File: config.mk
export PLATFORM = sky130hd
export DESIGN_NAME = cascade_pic
export DESIGN_NICKNAME = d
export VERILOG_FILES = /design/src/rtl/pic_pkg.sv /design/src/rtl/pic_trig.sv /design/src/rtl/pic_resolve.sv /design/src/rtl/pic_unit.sv /design/src/rtl/cascade_pic.sv
export SDC_FILE = /design/constraint.sdc
export NUM_CORES = 1
export LEC_CHECK = 0
export ABC_CLOCK_PERIOD_IN_PS = 3570
export CORE_MARGIN = 2
export CORE_UTILIZATION = 55
export CTS_BUF_LIST = sky130_fd_sc_hd__clkbuf_8
export CTS_CLUSTER_SIZE = 40
export DETAILED_ROUTE_END_ITERATION = 8
export PLACE_DENSITY = 0.87
export SYNTH_ARGS = -nofsm -noshare
export SYNTH_HDL_FRONTEND = slang
export SYNTH_SLANG_ARGS = --single-unit
File: constraint.sdc
create_clock -name clk_i -period 3.57 [get_ports clk_i]
set_input_delay 0.714 -clock clk_i [delete_from_list [all_inputs] [get_ports clk_i]]
set_output_delay 0.714 -clock clk_i [all_outputs]
set_load 0.01 [all_outputs]
File: src/rtl/pic_pkg.sv
package pic_pkg;
  localparam int unsigned LINES     = 8;
  localparam int unsigned IDX_W     = $clog2(LINES);
  localparam int unsigned WORD_W    = 2 * LINES;
  localparam int unsigned VEC_W     = 8;
  localparam int unsigned CASC_LINE = 2;
  localparam logic [VEC_W-1:0] MBASE_RST = 8'h20;
  localparam logic [VEC_W-1:0] SBASE_RST = 8'h28;

  typedef enum logic [1:0] {
    CFG_MASK = 2'd0,
    CFG_MODE = 2'd1,
    CFG_BASE = 2'd2,
    CFG_NONE = 2'd3
  } cfg_sel_e;

  typedef enum logic [1:0] {
    RD_PEND = 2'd0,
    RD_INSV = 2'd1,
    RD_MASK = 2'd2,
    RD_MODE = 2'd3
  } rd_sel_e;
endpackage

File: src/rtl/pic_trig.sv
module pic_trig (
  input  logic clk_i,
  input  logic rst_ni,
  input  logic line_i,
  input  logic level_i,
  input  logic clr_i,
  output logic pend_o
);
  logic line_q;

  always_ff @(posedge clk_i or negedge rst_ni) begin
    if (!rst_ni) begin
      line_q <= 1'b0;
      pend_o <= 1'b0;
    end else begin
      line_q <= line_i;
      if (level_i) pend_o <= line_i;
      else         pend_o <= (pend_o & ~clr_i) | (line_i & ~line_q);
    end
  end
endmodule

File: src/rtl/pic_resolve.sv
module pic_resolve #(
  parameter int unsigned N  = 8,
  parameter int unsigned IW = $clog2(N)
) (
  input  logic [N-1:0]  pend_i,
  input  logic [N-1:0]  isr_i,
  output logic          req_o,
  output logic [IW-1:0] idx_o
);
  logic blk;

  // lowest index wins; an in-service bit blocks itself and everything below
  always_comb begin
    req_o = 1'b0;
    idx_o = '0;
    blk   = 1'b0;
    for (int i = 0; i < N; i++) begin
      blk = blk | isr_i[i];
      if (!blk && !req_o && pend_i[i]) begin
        req_o = 1'b1;
        idx_o = IW'(i);
      end
    end
  end
endmodule

File: src/rtl/pic_unit.sv
module pic_unit
  import pic_pkg::*;
#(
  parameter bit          HAS_CASC = 1'b0,
  parameter int unsigned CASC_IDX = CASC_LINE
) (
  input  logic             clk_i,
  input  logic             rst_ni,
  input  logic [LINES-1:0] line_i,
  input  logic             casc_i,
  input  logic             mask_we_i,
  input  logic [LINES-1:0] mask_d_i,
  input  logic             mode_we_i,
  input  logic [LINES-1:0] mode_d_i,
  input  logic             take_i,
  input  logic [IDX_W-1:0] take_idx_i,
  input  logic             eoi_i,
  input  logic [IDX_W-1:0] eoi_idx_i,
  output logic             req_o,
  output logic [IDX_W-1:0] win_o,
  output logic [LINES-1:0] irr_o,
  output logic [LINES-1:0] isr_o,
  output logic [LINES-1:0] imr_o,
  output logic [LINES-1:0] mode_o
);
  logic [LINES-1:0] irr, isr_q, isr_d, imr_q, mode_q;

  always_ff @(posedge clk_i or negedge rst_ni) begin
    if (!rst_ni) begin
      imr_q  <= '0;
      mode_q <= '0;
      isr_q  <= '0;
    end else begin
      if (mask_we_i) imr_q  <= mask_d_i;
      if (mode_we_i) mode_q <= mode_d_i;
      isr_q <= isr_d;
    end
  end

  always_comb begin
    isr_d = isr_q;
    if (eoi_i)  isr_d[eoi_idx_i]  = 1'b0;
    if (take_i) isr_d[take_idx_i] = 1'b1;
  end

  for (genvar g = 0; g < LINES; g++) begin : g_line
    if (HAS_CASC && g == CASC_IDX) begin : g_casc
      logic unused_line;
      assign unused_line = line_i[g];
      assign irr[g] = casc_i;
    end else begin : g_trig
      pic_trig u_trig (
        .clk_i  (clk_i),
        .rst_ni (rst_ni),
        .line_i (line_i[g]),
        .level_i(mode_q[g]),
        .clr_i  (take_i && (take_idx_i == IDX_W'(g))),
        .pend_o (irr[g])
      );
    end
  end

  if (!HAS_CASC) begin : g_nocasc
    logic unused_casc;
    assign unused_casc = casc_i;
  end

  pic_resolve #(.N(LINES), .IW(IDX_W)) u_res (
    .pend_i(irr & ~imr_q),
    .isr_i (isr_q),
    .req_o (req_o),
    .idx_o (win_o)
  );

  assign irr_o  = irr;
  assign isr_o  = isr_q;
  assign imr_o  = imr_q;
  assign mode_o = mode_q;
endmodule

File: src/rtl/cascade_pic.sv
module cascade_pic
  import pic_pkg::*;
(
  input  logic              clk_i,
  input  logic              rst_ni,
  input  logic [WORD_W-1:0] irq_lines_i,
  input  logic              cfg_we_i,
  input  logic [1:0]        cfg_addr_i,
  input  logic [WORD_W-1:0] cfg_wdata_i,
  input  logic [1:0]        rd_sel_i,
  output logic [WORD_W-1:0] rd_data_o,
  output logic              int_o,
  input  logic              ack_i,
  output logic [VEC_W-1:0]  vec_o,
  input  logic              eoi_i,
  input  logic              eoi_slave_i,
  input  logic [IDX_W-1:0]  eoi_line_i
);
  localparam int unsigned PAD_W = VEC_W - IDX_W;

  logic             m_req, s_req, m_take, s_take;
  logic [IDX_W-1:0] m_win, s_win;
  logic [LINES-1:0] m_irr, m_isr, m_imr, m_mode;
  logic [LINES-1:0] s_irr, s_isr, s_imr, s_mode;
  logic [VEC_W-1:0] m_base_q, s_base_q;
  logic             mask_we, mode_we, base_we;
  logic [WORD_W-1:0] irr_word, isr_word, imr_word, mode_word;

  assign mask_we = cfg_we_i && (cfg_sel_e'(cfg_addr_i) == CFG_MASK);
  assign mode_we = cfg_we_i && (cfg_sel_e'(cfg_addr_i) == CFG_MODE);
  assign base_we = cfg_we_i && (cfg_sel_e'(cfg_addr_i) == CFG_BASE);

  assign m_take = ack_i && m_req;
  assign s_take = m_take && (m_win == IDX_W'(CASC_LINE));

  pic_unit #(.HAS_CASC(1'b1), .CASC_IDX(CASC_LINE)) u_master (
    .clk_i     (clk_i),
    .rst_ni    (rst_ni),
    .line_i    (irq_lines_i[LINES-1:0]),
    .casc_i    (s_req),
    .mask_we_i (mask_we),
    .mask_d_i  (cfg_wdata_i[LINES-1:0]),
    .mode_we_i (mode_we),
    .mode_d_i  (cfg_wdata_i[LINES-1:0]),
    .take_i    (m_take),
    .take_idx_i(m_win),
    .eoi_i     (eoi_i && !eoi_slave_i),
    .eoi_idx_i (eoi_line_i),
    .req_o     (m_req),
    .win_o     (m_win),
    .irr_o     (m_irr),
    .isr_o     (m_isr),
    .imr_o     (m_imr),
    .mode_o    (m_mode)
  );

  pic_unit #(.HAS_CASC(1'b0), .CASC_IDX(CASC_LINE)) u_slave (
    .clk_i     (clk_i),
    .rst_ni    (rst_ni),
    .line_i    (irq_lines_i[WORD_W-1:LINES]),
    .casc_i    (1'b0),
    .mask_we_i (mask_we),
    .mask_d_i  (cfg_wdata_i[WORD_W-1:LINES]),
    .mode_we_i (mode_we),
    .mode_d_i  (cfg_wdata_i[WORD_W-1:LINES]),
    .take_i    (s_take),
    .take_idx_i(s_win),
    .eoi_i     (eoi_i && eoi_slave_i),
    .eoi_idx_i (eoi_line_i),
    .req_o     (s_req),
    .win_o     (s_win),
    .irr_o     (s_irr),
    .isr_o     (s_isr),
    .imr_o     (s_imr),
    .mode_o    (s_mode)
  );

  always_ff @(posedge clk_i or negedge rst_ni) begin
    if (!rst_ni) begin
      m_base_q <= MBASE_RST;
      s_base_q <= SBASE_RST;
      vec_o    <= '0;
    end else begin
      if (base_we) begin
        m_base_q <= cfg_wdata_i[VEC_W-1:0];
        s_base_q <= cfg_wdata_i[2*VEC_W-1:VEC_W];
      end
      if (ack_i) begin
        if (!m_req)      vec_o <= m_base_q + VEC_W'(LINES - 1);
        else if (s_take) vec_o <= s_base_q + {{PAD_W{1'b0}}, s_win};
        else             vec_o <= m_base_q + {{PAD_W{1'b0}}, m_win};
      end
    end
  end

  assign irr_word  = {s_irr, m_irr};
  assign isr_word  = {s_isr, m_isr};
  assign imr_word  = {s_imr, m_imr};
  assign mode_word = {s_mode, m_mode};

  always_comb begin
    unique case (rd_sel_e'(rd_sel_i))
      RD_PEND: rd_data_o = irr_word;
      RD_INSV: rd_data_o = isr_word;
      RD_MASK: rd_data_o = imr_word;
      default: rd_data_o = mode_word;
    endcase
  end

  assign int_o = m_req;
endmodule

; After elaboration in Yosys (flattened, before gate mapping)
; Index checks and enable logic that the tools add are counted.
[classes]
addsub = 3
magnitude_cmp = 6
n_eq_ne = 18
muxes = 58
bitwise_logic = 98
n_reduce_logical = 90
[op_table]
columns = operator, count
row1 = $logic_and A1 B1 Y1, 55
row2 = $mux W8, 6
row3 = $pmux W16 S3, 1
row4 = $mux W1, 36
row5 = $mux W3, 12
row6 = $and A8 B8 Y8, 4
row7 = $logic_not A1 Y1, 31
row8 = $and A1 B1 Y1, 30
row9 = $not A1 Y1, 30
row10 = $or A1 B1 Y1, 29
row11 = $eq A3 B3 Y1 const B, 8
row12 = $not A8 Y8, 3
row13 = $add A8 B3 Y8, 2
row14 = $or A8 B8 Y8, 2
row15 = $eq A3 B2 Y1 const B, 4
row16 = $lt A3 B4 Y1 const B, 3
row17 = $demux W1 S3, 3
row18 = $ge A3 B1 Y1 const B, 3
row19 = $add A8 B3 Y8 const B, 1
row20 = $eq A3 B1 Y1 const B, 2
row21 = $logic_not A3 Y1, 2
row22 = $eq A2 B1 Y1 const B, 2
row23 = $eq A2 B2 Y1 const B, 2
row24 = $logic_not A2 Y1, 2
[totals]
reg_bits = 102
input_bits = 45
wordCells = 312

; Longest topological paths before layout
; Gate-level depths: netlist (run 1).
[depth]
ltp_word = 70
mapped_depth = 14
depth_no_buf = 13

; Hierarchy
; From an unflattened synthesis (run 1), not the netlist that was laid out.
[hier_totals]
cells_unflattened = 467
area_unflattened_um2 = 5562.8
[by_module_without_submodules]
columns = mod, n_inst, cells_per_inst, area_each_um2, seq_area_each_um2
row1 = cascade_pic, 1, 175, 1951.9, 604.3
row2 = pic_trig, 15, 5, 78.8, 50.0
row3 = pic_unit (u_master), 1, 81, 1067.3, 600.6
row4 = pic_unit (u_slave), 1, 80, 1066.0, 600.6
row5 = pic_resolve, 2, 28, 147.6, 0.0

; Least setup slack after synthesis (run 1)
; No wires, ideal clock.
[synth_path]
kind = register -> register
start = register u_slave.isr_q[1] (netlist: u_slave.isr_o[1])
end = register vec_o[6]
setup_ns = 0.065
arrival_time_ns = 2.889
required_time_ns = 3.505
slack_ns = 0.615
stages_incl_launch_ff = 12
path_buffers = 0
path_cell_list = dfrtp_1 > nor4_1 > o2bb2ai_1 > o41a_1 > o32ai_1 > ha_1 > fa_1 > a21oi_1 > nor2_1 > xnor2_1 > a211oi_1 > o22a_1
[synth_between]
elab_chain_cells = 56
[synth_lines]
columns = item, line
row1 = from (decl), pic_unit.sv:26  ; logic [LINES-1:0] irr, isr_q, isr_d, imr_q, mode_q;
row2 = from (signal assigned), pic_unit.sv:36  ; isr_q <= isr_d;
row3 = $or A1 B1 Y1 (*), pic_resolve.sv:18  ; blk = blk | isr_i[i];
row4 = branches (longest 54 deep; another with $logic_not A1 Y1), -
row5 = $mux W8 (*), cascade_pic.sv:89  ; if (!m_req) vec_o <= m_base_q + VEC_W'(LINES - 1);
row6 = to (signal assigned), cascade_pic.sv:89
row7 = to (signal assigned), cascade_pic.sv:90  ; else if (s_take) vec_o <= s_base_q + {{PAD_W{1'b0}}, s_win};
row8 = to (signal assigned), cascade_pic.sv:91  ; else vec_o <= m_base_q + {{PAD_W{1'b0}}, m_win};
row9 = to (decl), cascade_pic.sv:14  ; output logic [VEC_W-1:0] vec_o,
; Mark *: on every way between the ends.
; A chain may end at the register's enable or synchronous reset.

; Final worst setup path (run 1)
[layout_path]
start = register u_slave.isr_q[1] (netlist: u_slave.isr_o[1])
end = output port int_o
[layout_between]
elab_chain_cells = 52
[layout_lines]
columns = item, line
row1 = $or A1 B1 Y1 (*), pic_resolve.sv:18
row2 = $logic_not A1 Y1, pic_resolve.sv:19  ; if (!blk && !req_o && pend_i[i]) begin
row3 = $logic_and A1 B1 Y1 (2 in series), pic_resolve.sv:19
row4 = $mux W1, pic_resolve.sv:19
row5 = $logic_not A1 Y1, pic_resolve.sv:19
row6 = $logic_and A1 B1 Y1 (2 in series), pic_resolve.sv:19
row7 = $mux W1, pic_resolve.sv:19
row8 = $logic_not A1 Y1, pic_resolve.sv:19
row9 = [31 not listed], -
row10 = $logic_and A1 B1 Y1 (2 in series), pic_resolve.sv:19
row11 = $mux W1 (*), pic_resolve.sv:19
row12 = $logic_not A1 Y1, pic_resolve.sv:19
row13 = $logic_and A1 B1 Y1 (2 in series), pic_resolve.sv:19
row14 = $mux W1 (*), pic_resolve.sv:19
row15 = $logic_not A1 Y1, pic_resolve.sv:19
row16 = $logic_and A1 B1 Y1 (2 in series), pic_resolve.sv:19
row17 = $mux W1 (*), pic_resolve.sv:19
row18 = to (decl), cascade_pic.sv:12  ; output logic int_o,
; Mark *: on every way between the ends. The rest lies on a longest branch, timed or not.

==> results of run 1 <==
-- worst max path at each step --
| stage | slack (ns) | endpoint | cells past startpoint |
|---|---|---|---|
| floorplan | 0.62 | vec_o[6] | 11 |
| global placement | 0.33 | rd_data_o[15] | 4 |
| detailed placement | 0.29 | vec_o[6] | 11 |
| CTS | 0.01 | int_o | 6 |
| global route | 0.03 | vec_o[6] | 12 |
| finish | 0.17 | int_o | 6 |
-- flip-flops by register name, indices dropped and copies added (netlist names) --
| signal | cells |
|---|---|
| m_base_q | 8 |
| s_base_q | 8 |
| u_master.g_line.g_trig.u_trig.line_q | 7 |
| u_master.g_line.g_trig.u_trig.pend_o | 7 |
| u_master.imr_o | 8 |
| u_master.isr_o | 8 |
| u_master.mode_o | 8 |
| u_slave.g_line.g_trig.u_trig.line_q | 8 |
| u_slave.g_line.g_trig.u_trig.pend_o | 8 |
| u_slave.imr_o | 8 |
| u_slave.isr_o | 8 |
| u_slave.mode_o | 8 |
| vec_o | 8 |
-- cells in the mapped netlist (all sizes together), types with 4 or more instances --
| library cell | number | share of area |
|---|---|---|
| o41ai | 4 | 0.0080 |
| ha | 7 | 0.016 |
| xnor2 | 8 | 0.013 |
| nor2b | 9 | 0.011 |
| inv | 26 | 0.018 |
| clkbuf | 11 | 0.0078 |
| o31ai | 4 | 0.0056 |
| a21oi | 7 | 0.0066 |
| nand2 | 40 | 0.028 |
| nand3 | 11 | 0.010 |
| dfrtp | 99 | 0.47 |
| nand4 | 4 | 0.0047 |
| nor3b | 5 | 0.0071 |
| nor2 | 26 | 0.018 |
| a31oi | 4 | 0.0047 |
| nor3 | 5 | 0.0056 |
| nor4 | 7 | 0.0082 |
| nand3b | 6 | 0.0085 |
| buf | 5 | 0.0054 |
| o21ai | 33 | 0.031 |
| a32o | 10 | 0.019 |
| nand2b | 10 | 0.012 |
| o21a | 4 | 0.0056 |
| mux2 | 48 | 0.10 |
| mux4 | 16 | 0.068 |
| xor2 | 10 | 0.016 |
-- where the power goes --
part	switching [mW]	internal [mW]
registers	0.260	1.42
logic	0.921	0.922
clock network	0.432	0.286
-- per-stage QoR --
stage	std cells	power [mW]	hold WS (ns)	cell area (µm²)
CTS	684	4.22	0.427	6450
floorplan	468	2.77	0.418	5320
detailed placement	666	3.46	0.495	6240
global route	684	4.50	0.438	6460
finish	684	4.24	0.397	6460
global placement	666	3.37	0.492	6240
-- metal layers --
layer	routed length, µm	share of wire
met5	0	0
met4	355	0.027
met3	775	0.058
met2	6740	0.50
met1	5500	0.41
-- what timing repair did --
action | CTS | global route
resized for setup | 0 | 8
endpoints found under the setup margin | 1 | 3
hold buffers | 0 | 0
setup buffers | 2 | 0
pin swaps | 1 | 1
-- worst max-delay path, delay by kind of cell (launching register included) --
family / cells / cell delay (ns)
simple gates: 2 / 0.82
buf+inv: 2 / 0.68
flops: 1 / 0.46
compound gates: 2 / 0.36
-- cells by family (layout without fill, tap and decap cells) --
logic type                 Yosys count  count (layout)  share of synthesized area
xor gates and xnor gates            18              18                     0.0296
DFF                                102             102                      0.480
muxes                               66              66                      0.173
AOI/OAI and AO/OA                   88              88                      0.119
and+or+nand+nor                    143             143                      0.143
adders and majority gates            9               9                     0.0240
buffers and inverters               42             129                     0.0315
-- final cells by class --
type	count	share of cell area
clock buffers	10	0.0213
clock inverters	6	0.00793
inverters	26	0.0155
multi-input cells	324	0.405
flip-flops and latches	102	0.396
well taps	129	0.0250
repair buffers	87	0.129
==> impl_metrics.tcl, run 1 <==
set metrics [dict create \
    drv_slew 0 \
    tns_ns 0 \
    use_met1 0.339 \
    ys_seq_area_frac 0.480 \
    num_antenna_cells 0 \
    critPathMaxStageDelay_ns 0.57 \
    worst_clock_skew_ns 0.0134 \
    dp_slack_ns 0.287 \
    drc 0 \
    final.fill_count 683 \
    cp-end-kind "output port" \
    worst_pin_slew_ns 1.07 \
    drtAntennaViolNets 0 \
    clockBufferDepth 2 \
    areaGrowthSynthToFinish_pct 21.5 \
    yosys_warnings 0 \
    hold_class "input port to async pin" \
    path_cells "or4_4, a211oi_4, o41ai_2, and3_2, inv_4, clkdlybuf4s50_1" \
    htreeDepth 3 \
    place.gp.congestion 0.945 \
    path_clk_slew_ns 0.10 \
    cts_buffers 9 \
    grt_most_used_layer "met2" \
    setup_ws_ns 0.165 \
    ir_worst_vdd_mv 0.322 \
    reg2reg_slack_ns 0.21 \
    cp-start-kind "flop" \
    drtIter0Drc 262 \
    die_area_mm2 0.0105 \
    ios 70 \
    synth-edff-count 0 \
    initial_core_util 0.570 \
    overflow 0 \
    first_global_vias 4210 \
    rr_worst_depth 12 \
    startpoint "u_slave.isr_o[1]" \
    r2r-start "u_slave.isr_o[1]" \
    syn-cell-area_mm2 0.00532 \
    met2_usage 0.456 \
    status "finished, final reports clean" \
    mostFrequentLayoutCells "dfrtp_1 (97), clkdlybuf4s50_1 (66), mux2_2 (48), nand2_1 (40), o21ai_0 (30)" \
    port_buffers 68 \
    groute.usage.overall 0.271 \
    period_share 0.954 \
    finalHoldViolations 0 \
    cp.arrival_ns 2.69 \
    finalCoreUtilization 0.693 \
    multiInputGateArea_mm2 0.00262 \
    ys_ff_latch 102 \
    crit_type "flop to output port" \
    core_mm2 0.00933 \
    ys_async_sr_fraction 1.00 \
    required_ns 2.86 \
    clock-sinks 102 \
    final_layout_size_suffix_gt1_frac 0.216 \
    rows 35 \
    clk_latency_ns 0.38 \
    seq_area_mm2 0.00256 \
    grt_pass1_wl_um 21200 \
    firstDrtPassIters 5 \
    cts-root-buf "clkbuf_8" \
    grt_max_degree 61 \
    post_drt_wl_per_cell_um 19.5 \
    vias 4148 \
    dp_hpwl_um 9860 \
    p_leak_nw 2.75 \
    viasPerCell 6.06 \
    wl_um 13400 \
    grt_use_met3 0.0718 \
    regToRegEndpoint "vec_o[6]" \
    p_per_area_mw_per_mm2 656 \
    rsz0062_at_grt "no" \
    critPathMaxFanout 11 \
    synth_cell_type_count 64 \
    setup_viol 0 \
    period_needed_ns 3.40 \
    synth_nets 522 \
    die_h_um 102 \
    fin_nets 604 \
    cap_violations 0 \
    synth_cells 468 \
    cpMaxStageDelayCell "or4_4" \
    avgSynthCellArea_um2 11.4 \
    slew_headroom 0.277 \
    cts_tree "done" \
    final_common_cell "dfrtp_1" \
    antenna_found_initial 0 \
    synthFlopType "dfrtp_1" \
    fmax_ghz 0.294 \
    die_x_um 102 \
]
(Power assumes the default switching activity.)
==> inputs of run 2 (changes only) <==
--- a/config.mk
+++ b/config.mk
@@ -12,6 +12,7 @@
 export CTS_CLUSTER_SIZE = 40
 export DETAILED_ROUTE_END_ITERATION = 8
 export PLACE_DENSITY = 0.87
+export REMOVE_ABC_BUFFERS = 1
 export SYNTH_ARGS = -nofsm -noshare
 export SYNTH_HDL_FRONTEND = slang
 export SYNTH_SLANG_ARGS = --single-unit
==> run 2 against run 1 <==
Design area is 0.17% higher; combinational power hardly changed; power is 0.62% higher; count of clock-buffer cells in the layout stayed put; wire length is 4.4% lower; maximum frequency is 0.94% lower; die area stayed put; register-to-register slack hardly changed; non-clock buffer count is 1 lower; critical endpoint unchanged; largest power group unchanged; highest routed layer unchanged.
==> impl_metrics.tcl, run 2 (synthesis results as in run 1) <==
set metrics [dict create \
    status "finished, final reports clean" \
    clk_latency_ns 0.38 \
    final_common_cell "dfrtp_1" \
    p_leak_nw 2.75 \
    cts_buffers 9 \
    clock-sinks 102 \
    p_per_area_mw_per_mm2 659 \
    drtIter0Drc 349 \
    htreeDepth 3 \
    period_share 0.963 \
    required_ns 2.86 \
    path_cells "or4_4, a211oi_4, o41ai_2, and3_2, inv_4, clkdlybuf4s50_1" \
    rsz0062_at_grt "no" \
    fin_nets 603 \
    grt_pass1_wl_um 20600 \
    place.gp.congestion 0.912 \
    cp-start-kind "flop" \
    crit_type "flop to output port" \
    viasPerCell 6.08 \
    die_x_um 102 \
    antenna_found_initial 0 \
    slew_headroom 0.294 \
    cp-end-kind "output port" \
    first_global_vias 4096 \
    fmax_ghz 0.291 \
    initial_core_util 0.570 \
    critPathMaxStageDelay_ns 0.57 \
    path_clk_slew_ns 0.10 \
    final_layout_size_suffix_gt1_frac 0.213 \
    port_buffers 68 \
    die_h_um 102 \
    num_antenna_cells 0 \
    ios 70 \
    areaGrowthSynthToFinish_pct 21.7 \
    final.fill_count 637 \
    dp_slack_ns 0.204 \
    core_mm2 0.00933 \
    worst_pin_slew_ns 1.06 \
    grt_max_degree 86 \
    critPathMaxFanout 11 \
    period_needed_ns 3.44 \
    cp.arrival_ns 2.72 \
    setup_ws_ns 0.133 \
    fin_hold_ws_ns 0.507 \
    drv_slew 0 \
    tns_ns 0 \
    cts_tree "done" \
    ir_worst_vdd_mv 0.305 \
    cts-root-buf "clkbuf_8" \
    cpMaxStageDelayCell "or4_4" \
    dp_hpwl_um 9430 \
    firstDrtPassIters 5 \
    die_area_mm2 0.0105 \
    wl_um 12800 \
    cap_violations 0 \
    drc 0 \
    groute.usage.overall 0.261 \
    reg2reg_slack_ns 0.22 \
    mostFrequentLayoutCells "dfrtp_1 (97), clkdlybuf4s50_1 (66), mux2_2 (48), nand2_1 (40), o21ai_0 (30)" \
    vias 4152 \
    setup_viol 0 \
    hold_class "input port to async pin" \
    post_drt_wl_per_cell_um 18.7 \
    finalHoldViolations 0 \
    worst_clock_skew_ns 0.0122 \
    clockBufferDepth 2 \
    p_total_mw 4.27 \
    overflow 0 \
    drtAntennaViolNets 0 \
    rows 35 \
]
-- run 2: changes by cell type in the layout (fill, tap and decap cells not counted), sizes merged --
cell	previous run	this run
buf	20	19
bufinv	0	1
inv	30	29
clkinvlp	0	2
clkinv	2	0
-- run 2: layout make-up --
type | count | area [µm²] | area share
Multi-Input combinational cell | 324 | 2630 | 0.406
Timing Repair Buffer | 86 | 828 | 0.128
Inverter | 26 | 100 | 0.0155
Tap cell | 129 | 161 | 0.0249
Sequential cell | 102 | 2560 | 0.395
Clock inverter | 6 | 61.3 | 0.00947
Clock buffer | 10 | 138 | 0.0213
-- run 2: worst paths after layout --
check / endpoint / cells after the start / start
setup / recovery: int_o / 6 / u_slave.isr_o[1]
hold / removal: u_slave.mode_o[3] / 1 / rst_ni
setup reg to reg: vec_o[6] / 12 / u_slave.isr_o[1]
hold reg to reg: vec_o[6] / 1 / vec_o[6]
max in group asynchronous: u_master.g_line[3].g_trig.u_trig.pend_o / 2 / rst_ni
min in group clk_i: vec_o[6] / 1 / vec_o[6]
-- run 2: worst max-delay path, delay by kind of cell, from the launching register on --
family,cells,cell delay (ns)
flops,1,0.45
buf+inv,2,0.67
compound gates,2,0.40
simple gates,2,0.83
-- run 2: repair_timing --
| item | CTS | global route |
|---|---|---|
| hold buffers | 0 | 0 |
| resized for setup | 2 | 8 |
| endpoints found under the setup margin | 1 | 2 |
| pin swaps | 0 | 1 |
| buffers inserted | 0 | 3 |
| gates cloned | 0 | 0 |
-- run 2: routing by layer --
layer | track usage | part of all wire | up-vias
met2 | 0.417 | 0.48 | 190
met4 | 0.118 | 0.034 | 0
met5 | 0 | 0 | -
met1 | 0.350 | 0.43 | 2047
met3 | 0.0465 | 0.064 | 34
li1 | - | - | 1881
-- run 2: power breakdown --
part | total [mW] | switching (mW) | internal (mW)
combinational | 1.85 | 0.919 | 0.930
sequential | 1.68 | 0.257 | 1.42
clock | 0.740 | 0.399 | 0.341
total | 4.27 | 1.57 | 2.69
-- run 2: stage by stage --
| stage | utilization | area [µm²] | instances |
|---|---|---|---|
| finish | 0.694 | 6480 | 683 |
| CTS | 0.690 | 6430 | 680 |
| detailed placement | 0.668 | 6230 | 664 |
| global placement | 0.668 | 6230 | 664 |
| global route | 0.694 | 6480 | 683 |
| floorplan | - | 5250 | 452 |
